File: config.mk
export PLATFORM = sky130hd
export DESIGN_NAME = pp_hs_ctrl_reg
export DESIGN_NICKNAME = d
export VERILOG_FILES = /design/src/rtl/pp_hs_ctrl_reg.sv
export SDC_FILE = /design/constraint.sdc
export NUM_CORES = 1
export LEC_CHECK = 0
export ABC_AREA = 1
export ABC_CLOCK_PERIOD_IN_PS = 800
export BUFFER_PORTS_ARGS = -buffer_cell sky130_fd_sc_hd__buf_2
export CAP_MARGIN = 0
export CORE_UTILIZATION = 38
export DETAILED_ROUTE_END_ITERATION = 8
export PLACE_DENSITY = 0.76
export SLEW_MARGIN = 30
export SYNTH_ARGS = -nofsm -noshare
export SYNTH_HDL_FRONTEND = slang
export SYNTH_SLANG_ARGS = --single-unit
File: constraint.sdc
create_clock -name clk -period 0.8 [get_ports clk]
set_input_delay 0.08 -clock clk [delete_from_list [all_inputs] [get_ports clk]]
set_output_delay 0.08 -clock clk [all_outputs]
set_load 0.05 [all_outputs]
File: src/rtl/pp_hs_ctrl_reg.sv
module pp_hs_ctrl_reg (
  input  logic        clk,
  input  logic        hard_rst_n,
  input  logic        soft_rst_n,
  input  logic        wr_en,
  input  logic [15:0] wdata,
  output logic [15:0] rdata,
  input  logic        busy_line,
  output logic        start_pulse,
  output logic        busy_drive_hi,
  output logic        busy_drive_lo,
  output logic        ack_force,
  output logic        dir_tx,
  output logic [6:0]  mode_cfg
);

  logic       str_q, sack_q, cbsy_q, sbsy_q, ebsy_q, dir_q;
  logic [6:0] mode_q;

  always_ff @(posedge clk or negedge hard_rst_n) begin
    if (!hard_rst_n) begin
      str_q  <= 1'b0;
      sack_q <= 1'b0;
      cbsy_q <= 1'b0;
      sbsy_q <= 1'b0;
      ebsy_q <= 1'b0;
      dir_q  <= 1'b0;
      mode_q <= '0;
    end else begin
      str_q <= wr_en & wdata[15];
      if (wr_en) begin
        sack_q <= wdata[11];
        cbsy_q <= wdata[10];
        sbsy_q <= wdata[9] & ~wdata[10];
        ebsy_q <= wdata[8];
        mode_q <= wdata[7:1];
        dir_q  <= wdata[0];
      end else begin
        if (busy_line)  sbsy_q <= 1'b0;
        if (!busy_line) cbsy_q <= 1'b0;
      end
    end
  end

  assign rdata         = {str_q, 3'b000, sack_q, cbsy_q, sbsy_q, ebsy_q, mode_q, dir_q};
  assign start_pulse   = str_q & dir_q;
  assign busy_drive_hi = ebsy_q & sbsy_q;
  assign busy_drive_lo = ebsy_q & cbsy_q;
  assign ack_force     = sack_q;
  assign dir_tx        = dir_q;
  assign mode_cfg      = mode_q;

endmodule


==> results of run 1 <==
## where the power goes
part           internal [mW]  switching [mW]  leakage, nW  total, mW
combinational          0.274           0.528        0.401      0.802
clock                  0.192           0.197       0.0150      0.389
sequential             0.718          0.0665        0.150      0.785
total                   1.18           0.791        0.566       1.98
## routing by layer
metal / part of all wire, % / up-vias / global-route usage (%) / wire length, um
met5: 0 / - / 0 / 0
met4: 0.96 / 0 / 5.63 / 14
met3: 4.3 / 2 / 2.50 / 62
met2: 60 / 21 / 36.4 / 871
met1: 35 / 273 / 15.3 / 505
li1: - / 277 / - / -
## stage by stage
step	setup slack (ps)	power, mW	cells
floorplan	-135	1.37	81
global placement	-15.1	1.40	120
detailed placement	-21.6	1.41	120
CTS	-292	1.96	128
global route	-336	2.07	128
finish	-300	1.98	128
## kinds of logic (layout without fill, tap and decap cells)
family	count (synthesis)	after routing	synth area share, %
simple gates	41	41	24.3
buf+inv	24	55	25.3
flops	13	13	49.8
other cells	1	3	0.574
## cell usage in the layout (no fill, tap or decap), drive strengths merged
| master | n |
|---|---|
| buf | 44 |
| clkbuf | 4 |
| clkinvlp | 1 |
| conb | 3 |
| dfrtp | 13 |
| dlygate4sd3 | 1 |
| inv | 5 |
| nand2 | 38 |
| nand3 | 2 |
| nor2 | 1 |
## cell type report
cell class | instances | area (um^2) | area share (%)
Clock buffer | 4 | 26.3 | 2.64
Inverter | 6 | 26.3 | 2.64
Multi-Input combinational cell | 44 | 183 | 18.4
Sequential cell | 13 | 337 | 33.9
Tap cell | 16 | 20.0 | 2.02
Timing Repair Buffer | 45 | 402 | 40.4
## registers in the layout, indices dropped and copies added, names as in the netlist
signal / count
sbsy_q: 1
ebsy_q: 1
mode_cfg: 7
dir_tx: 1
cbsy_q: 1
str_q: 1
ack_force: 1
## worst max-delay path, stage by stage (launching register included)
cell	delay, ps
dfrtp_2	450
nand2_4	80
clkinvlp_4	80
buf_6	150
## timing repair
action / 4_1_cts / 5_1_grt
hold buffers: 1 / 0
setup endpoints to repair: 25 / 26
buffers inserted: 3 / 0
endpoints found under the hold margin: 13 / 0
pin swaps: 1 / 2
gates resized for setup: 48 / 9
## worst max path at each step
stage | to | slack [ps] | cells after the start
global placement | start_pulse | -20 | 3
CTS | start_pulse | -290 | 3
detailed placement | start_pulse | -20 | 3
finish | start_pulse | -300 | 3
floorplan | start_pulse | -130 | 2
global route | start_pulse | -340 | 3
==> reports/qor.yml, run 1 <==
setup_path:
  required_ps: 720
  ff2ff_setup_slack_ps: 30
  r2r_cells: 3
  crit_path_end_kind: "primary output"
  cp.arrival_ps: 1020
  cp-startpoint: "dir_tx"
  r2r-end: "dir_tx"
  critPathKind: "register to primary output"
  start_kind: "register"
  r2r_start: "dir_tx"
  path_max_fanout: 3
yosys:
  synth.yosys.seq_area_share_pct: 49.8
  synth_top_area_share_pct: 49.8
  yosys.area.top_type: "dfrtp_1"
  yosysMostFrequentCell: "nand2_1"
  ys_top_cells_by_area: "dfrtp_1 (50%), nand2_1 (21%), buf_4 (18%)"
  ys.flop_type: "dfrtp_1"
  synth_seq_cells: 13
  syn_area_per_cell_um2: 8.27
  ys_warn_count: 0
  synth_cell_types: 10
  netlist_top_cells_count: "nand2_1 (37), buf_4 (16), dfrtp_1 (13)"
  synthArstFlopShare_pct: 100
  synthesis.area_um2: 653
  synth_edf_count: 0
  synth_cells: 79
route:
  drt_first_pass_iters: 6
  via_per_inst: 4.48
  drt_iter0_drc: 12
  vias: 573
  drt_wl_total_mm: 1.45
  ant_nets: 0
  drcViolationCount: 6
  wl_per_cell_um: 11.4
min_path:
  min_to: "mode_cfg[0]"
  hold_depth: 3
  hp-start: "wdata[1]"
  hp-class: "primary input to register"
final_layout:
  final_area_um2: 993
  drive_gt1_share_pct: 56.3
  fillers: 137
  final_core_util_pct: 63.7
  syn2layout_area_growth_pct: 52.1
  antenna_cells: 0
  fin_nets: 134
placed_design:
  post_dp_cell_area_um2: 761
  hpwl_um: 901
  io_buffers: 41
  place_congestion: 0.762
outcome:
  violations: "DRC, setup timing"
  status: "complete, but fails checks"
power:
  power.density_nw_per_um2: 1990
  p_leak_nw: 0.566
  ir_drop_v: 0.00109
sta:
  holdWs_ps: 10.4
  final.setup.tns_ps: -4030
  setup_viol: 25
  post-route-min-period_ps: 1100
  finalHoldViolations: 0
  rsz0062_at_grt: "yes"
  clock.fmax_mhz: 909
  finalCritPeriodShare_pct: 138
  finClkSkew_ps: 0
  drv_slew: 0
  setup_ws_ps: -300
die:
  coreArea_um2: 1560
  rows: 14
  start_util_pct: 41.9
  die_x_um: 43.5
  pin_count: 49
  die_y_um: 43.5
  die_area_um2: 1890
global_route:
  grt-ovfl-total: 0
  grt_max_degree: 16
  grt_pass1_vias: 566
  grt_pass1_wl_mm: 2.30
  grt_usage_pct: 16.9
  antenna_found_initial: 0
cts:
  cts-buffers-inserted: 3
  root_buffer: "clkbuf_4"
  tritoncts: "done"
  clock_latency_ps: 260
  cts_max_level: 1
  clockBufferDepth: 2
  cts_num_sinks: 13
  path_clk_slew_ps: 80
run:
  maxCapViolations: 0
(Power assumes the default switching activity.)
==> run 2, diff against run 1 <==
- HOLD_SLACK_MARGIN: unset -> 0.08
- SKIP_CTS_REPAIR_TIMING: unset -> 1
==> run 2 against run 1 <==
Maximum frequency hardly changed. Non-clock buffer count is 13 higher. Largest cell class unchanged. Via count is 4.2% higher. Core utilization is 6.6 points higher. Total power is 1.8% higher. The flow still finishes with violations (DRC, setup timing). Sequential power is 0.5% lower. Die area stayed put. Critical path depth stayed put. Combinational power is 3.5% higher. Clock skew stayed put. Count of clock-buffer cells in the layout stayed put.
==> reports/qor.yml, run 2 (synthesis results as in run 1) <==
outcome:
  status: "complete, but fails checks"
  violations: "DRC, setup timing"
final_layout:
  syn2layout_area_growth_pct: 67.8
  drive_gt1_share_pct: 48.8  # -7.5 points
  final_common_cell: "nand2_1"
  layout_common_cells: "nand2_1 (35), buf_6 (21), buf_2 (19)"
  largest_reg_flops: 7  # unchanged
  fin_nets: 147  # +9.7%
  antenna_cells: 0  # unchanged
setup_path:
  critPathKind: "register to primary output"
  cp.arrival_ps: 1020  # about the same
  start_kind: "register"
  crit_path_end_kind: "primary output"
  path_max_fanout: 4  # +1
  required_ps: 720  # about the same
sta:
  setup_viol: 25  # unchanged
  drv_slew: 0  # unchanged
  setup_ws_ps: -301  # -0.949 ps
  post-route-min-period_ps: 1100  # +0.949 ps
  finalCritPeriodShare_pct: 138  # about the same
  finalHoldViolations: 0  # unchanged
  final.setup.tns_ps: -4030  # +3.57 ps
  rsz0062_at_grt: "yes"
  clock.fmax_mhz: 908  # about the same
  finClkSkew_ps: 0  # unchanged
route:
  drt_first_pass_iters: 5  # -1
  drt_wl_total_mm: 1.64  # +13%
  drt_iter0_drc: 9  # -3
  vias: 597  # +4.2%
  wl_per_cell_um: 11.7  # +2.6%
  ant_nets: 0  # unchanged
  via_per_inst: 4.23  # -5.4%
  drcViolationCount: 6  # unchanged
cts:
  clock_latency_ps: 270  # about the same
  cts_num_sinks: 13  # unchanged
  cts_max_level: 1  # unchanged
  clockBufferDepth: 2  # unchanged
  tritoncts: "done"
  path_clk_slew_ps: 80  # about the same
  cts-buffers-inserted: 3  # unchanged
  root_buffer: "clkbuf_4"
power:
  power.density_nw_per_um2: 1830  # -7.7%
  p_total_mw: 2.01  # +1.8%
  ir_drop_v: 0.000868  # -20%
  p_leak_nw: 0.605  # +6.9%
die:
  pin_count: 49  # unchanged
  die_x_um: 43.5  # unchanged
  die_y_um: 43.5  # unchanged
  start_util_pct: 41.9  # unchanged
  rows: 14  # unchanged
  die_area_um2: 1890  # unchanged
  coreArea_um2: 1560  # unchanged
placed_design:
  hpwl_um: 901  # unchanged
  io_buffers: 41  # unchanged
  place_congestion: 0.762  # unchanged
run:
  maxCapViolations: 0  # unchanged
global_route:
  grt-ovfl-total: 0  # unchanged
  grt_pass1_wl_mm: 1.84  # -20%
  grt_pass1_vias: 474  # -16%
  grt_max_degree: 16  # unchanged
  grt_usage_pct: 13.5  # -3.4 points
  antenna_found_initial: 0  # unchanged
min_path:
  hp-class: "primary input to register"
==> run 2: area by class of cell <==
class	instances	area [um^2]
Inverter	6	26.3
Fill cell	135	463
Clock buffer	4	26.3
Tap cell	16	20.0
Timing Repair Buffer	58	512
Sequential cell	13	337
Multi-Input combinational cell	44	175
==> run 2: worst paths after layout <==
check,from,to,slack [ps],depth (start not counted)
worst max-delay path,dir_tx,start_pulse,-300,3
min in group asynchronous,hard_rst_n,mode_cfg[1],230,2
worst min-delay path,wr_en,str_q,170,3
worst min register to register,dir_tx,dir_tx,530,2
worst max register to register,mode_cfg[0],mode_cfg[0],30,3
max in group asynchronous,hard_rst_n,mode_cfg[4],320,2
==> run 2: metal layers <==
layer  vias up  GRT usage, %  wire length (um)
met1       267          13.6               564
met4         0          7.50                14
met3         2          2.50                80
met5         -             0                 0
li1        305             -                 -
met2        23          25.8               983
==> run 2: metrics by stage <==
step | util [%] | worst slack, ps | cell area (um^2) | cells | hold WS, ps
floorplan | - | -135 | 712 | 81 | -216
global placement | 48.8 | -15.1 | 761 | 120 | -24.7
detailed placement | 48.8 | -21.6 | 761 | 120 | -23.1
CTS | 50.5 | -347 | 787 | 124 | -313
global route | 70.3 | -344 | 1100 | 141 | 171
finish | 70.3 | -301 | 1100 | 141 | 169
==> run 2: power by group <==
group / total [mW] / switching (mW) / leakage (nW) / internal, mW
sequential: 0.781 / 0.0628 / 0.150 / 0.718
combinational: 0.830 / 0.534 / 0.440 / 0.296
clock: 0.400 / 0.207 / 0.0150 / 0.193
total: 2.01 / 0.804 / 0.605 / 1.21
==> run 2: worst max-delay path: stages (launching register included) <==
cell        delay, ps
dfrtp_2           430
nand2_2            90
clkinvlp_4         90
buf_6             150
